## config.mk

```make
export PLATFORM = sky130hd
export DESIGN_NAME = dwatch_unit
export DESIGN_NICKNAME = d
export VERILOG_FILES = /design/src/rtl/dwatch_pkg.sv /design/src/rtl/dwatch_regs.sv /design/src/rtl/dwatch_match.sv /design/src/rtl/dwatch_unit.sv
export SDC_FILE = /design/constraint.sdc
export NUM_CORES = 1
export LEC_CHECK = 0
export BUFFER_PORTS_ARGS = -buffer_cell sky130_fd_sc_hd__clkbuf_2
export CORE_MARGIN = 4
export CORE_UTILIZATION = 55
export DETAILED_ROUTE_END_ITERATION = 6
export PLACE_DENSITY = 0.79
export SLEW_MARGIN = 15
export SYNTH_ARGS = -nofsm -noshare
export SYNTH_HDL_FRONTEND = slang
export SYNTH_SLANG_ARGS = --single-unit
```

## constraint.sdc

```tcl
create_clock -name clk_i -period 4.6 [get_ports clk_i]
set_input_delay 0.46 -clock clk_i [delete_from_list [all_inputs] [get_ports clk_i]]
set_output_delay 0.46 -clock clk_i [all_outputs]
set_load 0.1 [all_outputs]
```

## src/rtl/dwatch_pkg.sv

```systemverilog
package dwatch_pkg;
  // register numbers; channel index is added to the base
  localparam int unsigned ADDR_REG_BASE = 'hB4;
  localparam int unsigned CTRL_REG_BASE = 'hBC;

  // control field positions (LSB-0)
  localparam int unsigned RANGE_LSB = 10;
  localparam int unsigned WR_BIT    = 6;
  localparam int unsigned RD_BIT    = 5;
  localparam int unsigned XV_BIT    = 4;
  localparam int unsigned XI_BIT    = 3;
  localparam int unsigned HV_BIT    = 2;
  localparam int unsigned SV_BIT    = 1;
  localparam int unsigned PR_BIT    = 0;

  typedef struct packed {
    logic wr_en;
    logic rd_en;
    logic xl_val;
    logic xl_ign;
    logic hyp_en;
    logic sup_en;
    logic usr_en;
  } wp_ctrl_t;

  // user state takes precedence over hypervisor
  function automatic logic priv_ok(wp_ctrl_t c, logic pr, logic hv);
    if (pr)      return c.usr_en;
    else if (hv) return c.hyp_en;
    else         return c.sup_en;
  endfunction
endpackage

```

## src/rtl/dwatch_regs.sv

```systemverilog
module dwatch_regs
  import dwatch_pkg::*;
#(
  parameter int          DATA_W  = 64,
  parameter int          NUM_W   = 10,
  parameter int          RANGE_W = 6,
  parameter int unsigned CH      = 0
) (
  input  logic                 clk_i,
  input  logic                 rst_ni,
  input  logic                 we_i,
  input  logic [NUM_W-1:0]     num_i,
  input  logic [DATA_W-1:0]    wdata_i,
  output logic [DATA_W-4:0]    base_dw_o,
  output logic [RANGE_W-1:0]   range_o,
  output wp_ctrl_t             ctrl_o
);
  localparam logic [NUM_W-1:0] ADDR_NUM = NUM_W'(ADDR_REG_BASE + CH);
  localparam logic [NUM_W-1:0] CTRL_NUM = NUM_W'(CTRL_REG_BASE + CH);

  logic addr_sel, ctrl_sel;
  assign addr_sel = we_i && (num_i == ADDR_NUM);
  assign ctrl_sel = we_i && (num_i == CTRL_NUM);

  // only the decoded fields are kept; mirroring select and spare bits are dropped
  logic unused_wdata;
  assign unused_wdata = ^{wdata_i[DATA_W-1:RANGE_LSB+RANGE_W], wdata_i[RANGE_LSB-1:WR_BIT+1]};

  always_ff @(posedge clk_i or negedge rst_ni) begin
    if (!rst_ni) begin
      base_dw_o <= '0;
      range_o   <= '0;
      ctrl_o    <= '0;
    end else begin
      if (addr_sel) base_dw_o <= wdata_i[DATA_W-1:3];
      if (ctrl_sel) begin
        range_o       <= wdata_i[RANGE_LSB +: RANGE_W];
        ctrl_o.wr_en  <= wdata_i[WR_BIT];
        ctrl_o.rd_en  <= wdata_i[RD_BIT];
        ctrl_o.xl_val <= wdata_i[XV_BIT];
        ctrl_o.xl_ign <= wdata_i[XI_BIT];
        ctrl_o.hyp_en <= wdata_i[HV_BIT];
        ctrl_o.sup_en <= wdata_i[SV_BIT];
        ctrl_o.usr_en <= wdata_i[PR_BIT];
      end
    end
  end
endmodule

```

## src/rtl/dwatch_match.sv

```systemverilog
module dwatch_match
  import dwatch_pkg::*;
#(
  parameter int ADDR_W  = 64,
  parameter int SIZE_W  = 4,
  parameter int RANGE_W = 6
) (
  input  logic [ADDR_W-4:0]  base_dw_i,
  input  logic [RANGE_W-1:0] range_i,
  input  wp_ctrl_t           ctrl_i,
  input  logic [ADDR_W-1:0]  ea_i,
  input  logic [SIZE_W-1:0]  size_i,
  input  logic               is_write_i,
  input  logic               pr_i,
  input  logic               hv_i,
  input  logic               dr_i,
  output logic               match_o
);
  localparam int DW_W = ADDR_W - 2;  // doubleword index plus carry bit

  logic [ADDR_W:0]   end_b;
  logic [DW_W-1:0]   first_dw, last_dw, lo_dw, hi_dw;
  logic              range_ok, dir_ok, xl_ok;

  // compare in doubleword units: first/last dword touched vs region bounds
  assign end_b    = {1'b0, ea_i} + (ADDR_W+1)'(size_i);
  assign first_dw = {1'b0, ea_i[ADDR_W-1:3]};
  assign last_dw  = end_b[ADDR_W:3];
  assign lo_dw    = {1'b0, base_dw_i};
  assign hi_dw    = lo_dw + DW_W'(range_i);
  assign range_ok = (first_dw <= hi_dw) && (last_dw >= lo_dw);

  assign dir_ok  = is_write_i ? ctrl_i.wr_en : ctrl_i.rd_en;
  assign xl_ok   = ctrl_i.xl_ign || (dr_i == ctrl_i.xl_val);
  assign match_o = range_ok && dir_ok && xl_ok && priv_ok(ctrl_i, pr_i, hv_i);
endmodule

```

## src/rtl/dwatch_unit.sv

```systemverilog
module dwatch_unit
  import dwatch_pkg::*;
#(
  parameter int NUM_CH  = 2,
  parameter int ADDR_W  = 64,
  parameter int NUM_W   = 10,
  parameter int SIZE_W  = 4,
  parameter int RANGE_W = 6
) (
  input  logic              clk_i,
  input  logic              rst_ni,
  input  logic              spr_we_i,
  input  logic [NUM_W-1:0]  spr_num_i,
  input  logic [ADDR_W-1:0] spr_wdata_i,
  input  logic              acc_valid_i,
  input  logic [ADDR_W-1:0] ea_i,
  input  logic [SIZE_W-1:0] size_i,
  input  logic              is_write_i,
  input  logic              pr_i,
  input  logic              hv_i,
  input  logic              dr_i,
  output logic [NUM_CH-1:0] hit_o,
  output logic              dbg_req_o
);
  logic [NUM_CH-1:0] match_c;

  for (genvar c = 0; c < NUM_CH; c++) begin : g_ch
    logic [ADDR_W-4:0]  base_dw;
    logic [RANGE_W-1:0] range;
    wp_ctrl_t           ctrl;

    dwatch_regs #(
      .DATA_W(ADDR_W), .NUM_W(NUM_W), .RANGE_W(RANGE_W), .CH(c)
    ) u_regs (
      .clk_i, .rst_ni,
      .we_i(spr_we_i), .num_i(spr_num_i), .wdata_i(spr_wdata_i),
      .base_dw_o(base_dw), .range_o(range), .ctrl_o(ctrl)
    );

    dwatch_match #(
      .ADDR_W(ADDR_W), .SIZE_W(SIZE_W), .RANGE_W(RANGE_W)
    ) u_match (
      .base_dw_i(base_dw), .range_i(range), .ctrl_i(ctrl),
      .ea_i, .size_i, .is_write_i, .pr_i, .hv_i, .dr_i,
      .match_o(match_c[c])
    );


    a_r5_disabled_no_hit: assert property (@(posedge clk_i) disable iff (!rst_ni)
      (!ctrl.wr_en && !ctrl.rd_en) |=> !hit_o[c]);

    a_r7_user_gate: assert property (@(posedge clk_i) disable iff (!rst_ni)
      (acc_valid_i && pr_i && !ctrl.usr_en) |=> !hit_o[c]);

    a_r6_xlate_gate: assert property (@(posedge clk_i) disable iff (!rst_ni)
      (acc_valid_i && !ctrl.xl_ign && (dr_i != ctrl.xl_val)) |=> !hit_o[c]);
  end

  always_ff @(posedge clk_i or negedge rst_ni) begin
    if (!rst_ni) begin
      hit_o     <= '0;
      dbg_req_o <= 1'b0;
    end else begin
      hit_o     <= acc_valid_i ? match_c : '0;
      dbg_req_o <= acc_valid_i && (|match_c);
    end
  end


  a_r11_idle_no_hit: assert property (@(posedge clk_i) disable iff (!rst_ni)
    !acc_valid_i |=> (hit_o == '0));

  a_r10_req_is_or: assert property (@(posedge clk_i) disable iff (!rst_ni)
    dbg_req_o == (|hit_o));
endmodule

```

==> flow_metrics.py <==
metrics = {
    "die": {
        "die_h_um": 172,
        "core-area_um2": 26300,
        "fp.dieArea_um2": 29600,
        "core.rowCount": 59,
        "die_w_um": 172,
        "io_pins": 153,
        "floorplan.initialDensity_pct": 56.3,
    },
    "global_route": {
        "gr-total-overflow": 0,
        "gr-usage-all-layers_pct": 30.4,
        "grt_max_degree": 97,
        "grt_pass1_vias": 13899,
        "grt_antenna_before_repair": 0,
        "grt_first_pass_wirelength_mm": 71.8,
    },
    "placed_design": {
        "globalplace.congestion": 0.978,
        "dp_cells": 2269,
        "dpl.hpwl_mm": 36.3,
        "dpl_cell_area_um2": 16400,
        "port_buffers": 152,
    },
    "timing": {
        "rsz0062_at_grt": "true",
        "hold_viol_final": 0,
        "fin_crit_sh_pct": 99.8,
        "finClkSkew_ns": 0.0140,
        "finalCriticalPeriod_ns": 4.59,
        "timing.fmax_mhz": 218,
        "final-setup-viol-count": 0,
        "drv_slew": 0,
        "hold_slack_ns": 0.114,
        "tightestPinTransition_ns": 1.38,
        "slew_headroom_pct": 5.60,
    },
    "finish": {
        "final_util_pct": 65.5,
        "area_growth_pct": 16.4,
        "drive_gt1_share_pct": 17.0,
        "fin_nets": 2376,
        "fin_area_um2": 17200,
        "diodes": 0,
        "mostFrequentLayoutCell": "ha_1",
        "finalNonFillerCells": 2312,
        "layout_common_cells": "258 x ha_1, 223 x nand2_1, 156 x o21ai_0, 151 x dfrtp_1, 151 x clkbuf_2",
    },
    "critical_path": {
        "cpPeakStageDelay_ns": 0.40,
        "reg2reg_from": "g_ch[0].u_regs.base_dw_o[0]",
        "path_max_fanout": 6,
        "end_kind": "register",
        "critical_path_class": "register to register",
        "cp_slowest_cell": "nor4_2",
        "worstPathCellList": "ha_2 > inv_2 > fa_2 > nor2b_1 > o21ai_1 > a21boi_1 > o21ai_2 > a2111oi_4 > buf_4 > nand2_8 > or3_4 > xnor2_2 > ha_1 > nand4_1 > nor4_2 > nand4_1 > or3_1 > o211ai_1 > a32o_1 > o31a_1 > a31o_1",
        "required_ns": 4.98,
        "critPathLaunchType": "register",
        "r2r-end": "dbg_req_o",
        "reg2reg_depth": 21,
        "cp_common_cell": "nand4_1",
        "arrival_ns": 4.97,
        "reg2reg_slack_ns": 0.01,
    },
    "run_status": {
        "violations": "DRC",
        "status": "complete, but fails checks",
    },
    "routing": {
        "first_pass_iters": 7,
        "first_iter_violations": 1245,
        "wl_met3_mm": 3.60,
        "wire_per_inst_um": 19.6,
        "wirelength_mm": 45.3,
        "met1_length_mm": 20.0,
        "routed_via_density": 6.15,
        "top_layer_used": "met4",
        "vias": 14226,
        "ant_nets": 0,
        "route.met2.wl_mm": 20.8,
        "route.detailed.drc": 1,
    },
    "logic_synthesis": {
        "syn_area_per_cell_um2": 8.44,
        "ys.flop_type": "dfrtp_1",
        "synth_cells": 1753,
        "yosys_register_bits": 151,
        "syn_nets": 2164,
        "synth_seq_area_share_pct": 25.5,
        "post_synth_num_cell_types": 59,
        "synth_area_um2": 14800,
        "yosys_warnings": 0,
        "ys_async_sr_fraction_pct": 100,
        "synth_edf_count": 0,
    },
    "job": {
        "max_cap_viol_count": 0,
    },
    "clocking": {
        "cts_sinks": 151,
        "cts_buffers": 17,
        "clkLatencyLatePin_ns": 0.44,
        "root_buffer": "clkbuf_16",
        "cts_tree": "yes",
        "htree_levels": 4,
        "ctsLongestPathBuffers": 2,
        "clkTransAtPathRegs_ns": 0.08,
    },
    "power_and_ir_drop": {
        "irDropWorstVdd_uv": 243,
        "p_leak_nw": 9.17,
        "power.density_nw_per_um2": 227,
    },
    "worst_hold_path": {
        "hold_class": "input port to async pin",
    },
}
[how the worst max path moves through the flow]
stage	to	from
after global placement	dbg_req_o	ea_i[1]
after CTS	dbg_req_o	g_ch[0].u_regs.range_o[0]
final	dbg_req_o	g_ch[0].u_regs.base_dw_o[0]
after detailed placement	dbg_req_o	ea_i[1]
after floorplan	dbg_req_o	g_ch[0].u_regs.base_dw_o[0]
after global routing	dbg_req_o	g_ch[0].u_regs.base_dw_o[0]
[kinds of logic after synthesis]
logic type / Yosys count / synth area share, %
AO/OA/AOI/OAI: 364 / 14.9
adder cells (fa/ha/maj): 261 / 22.2
buffers and inverters: 180 / 4.60
XOR/XNOR: 180 / 10.7
multiplexers: 32 / 2.40
AND/OR/NAND/NOR: 585 / 19.7
flip-flops: 151 / 25.5
[cell type report]
class	count	area, um^2
clock buffers	19	453
clock inverters	12	141
fillers	2184	9070
inverters	145	544
multi-input cells	1422	10500
flip-flops and latches	151	3780
well taps	335	419
repair buffers	228	1370
[registers in the layout (all words and copies together), names as in the netlist]
signal,cells
g_ch.u_regs.range_o,12
g_ch.u_regs.base_dw_o,122
g_ch.u_regs.ctrl_o,14
dbg_req_o,1
hit_o,2
[routing by layer]
metal	track usage [%]	vias to the layer above
met5	0	-
met4	8.37	0
met3	4.73	76
li1	-	6680
met1	42.4	6855
met2	49.3	615
[report_power, final]
group / internal, mW / switching, mW
Clock: 0.836 / 0.658
Sequential: 1.36 / 0.0300
Combinational: 0.414 / 0.606
[synth_stat cells, drive strengths merged (23+ instances only)]
master | count | area share, %
a21o | 56 | 2.8
a21oi | 83 | 2.8
and3 | 35 | 1.5
and4 | 26 | 1.6
clkbuf | 23 | 0.58
dfrtp | 151 | 26
ha | 259 | 22
inv | 145 | 3.7
mux2 | 28 | 2.1
nand2 | 225 | 5.8
nand3 | 79 | 2.7
nand4 | 67 | 2.9
nor2 | 63 | 1.6
nor3 | 32 | 1.1
o21ai | 163 | 5.5
xnor2 | 150 | 8.9
xor2 | 30 | 1.8
[repair_timing]
action | 4_1_cts | 5_1_grt
setup buffers | 0 | 13
resized for setup | 3 | 39
pin swaps | 2 | 24
hold buffers | 0 | 0
endpoints found under the setup margin | 3 | 3
[critical path, delay by kind of cell (launching register included)]
family,cells,cell delay [ns]
xor gates and xnor gates,1,0.14
adders and majority gates,3,0.82
AOI/OAI and AO/OA,8,1.33
buffers and inverters,2,0.25
DFF,1,0.36
and+or+nand+nor,7,1.63
[metrics by stage]
step                      total power [mW]  worst slack, ns  TNS, ns
after floorplan                       1.99            0.252        0
after global placement                2.34          -0.0946  -0.0946
after detailed placement              2.38           -0.197   -0.218
after CTS                             3.86         0.000818        0
after global routing                  4.07           -0.123   -0.152
final                                 3.90           0.0102        0
(Power assumes the default switching activity.)
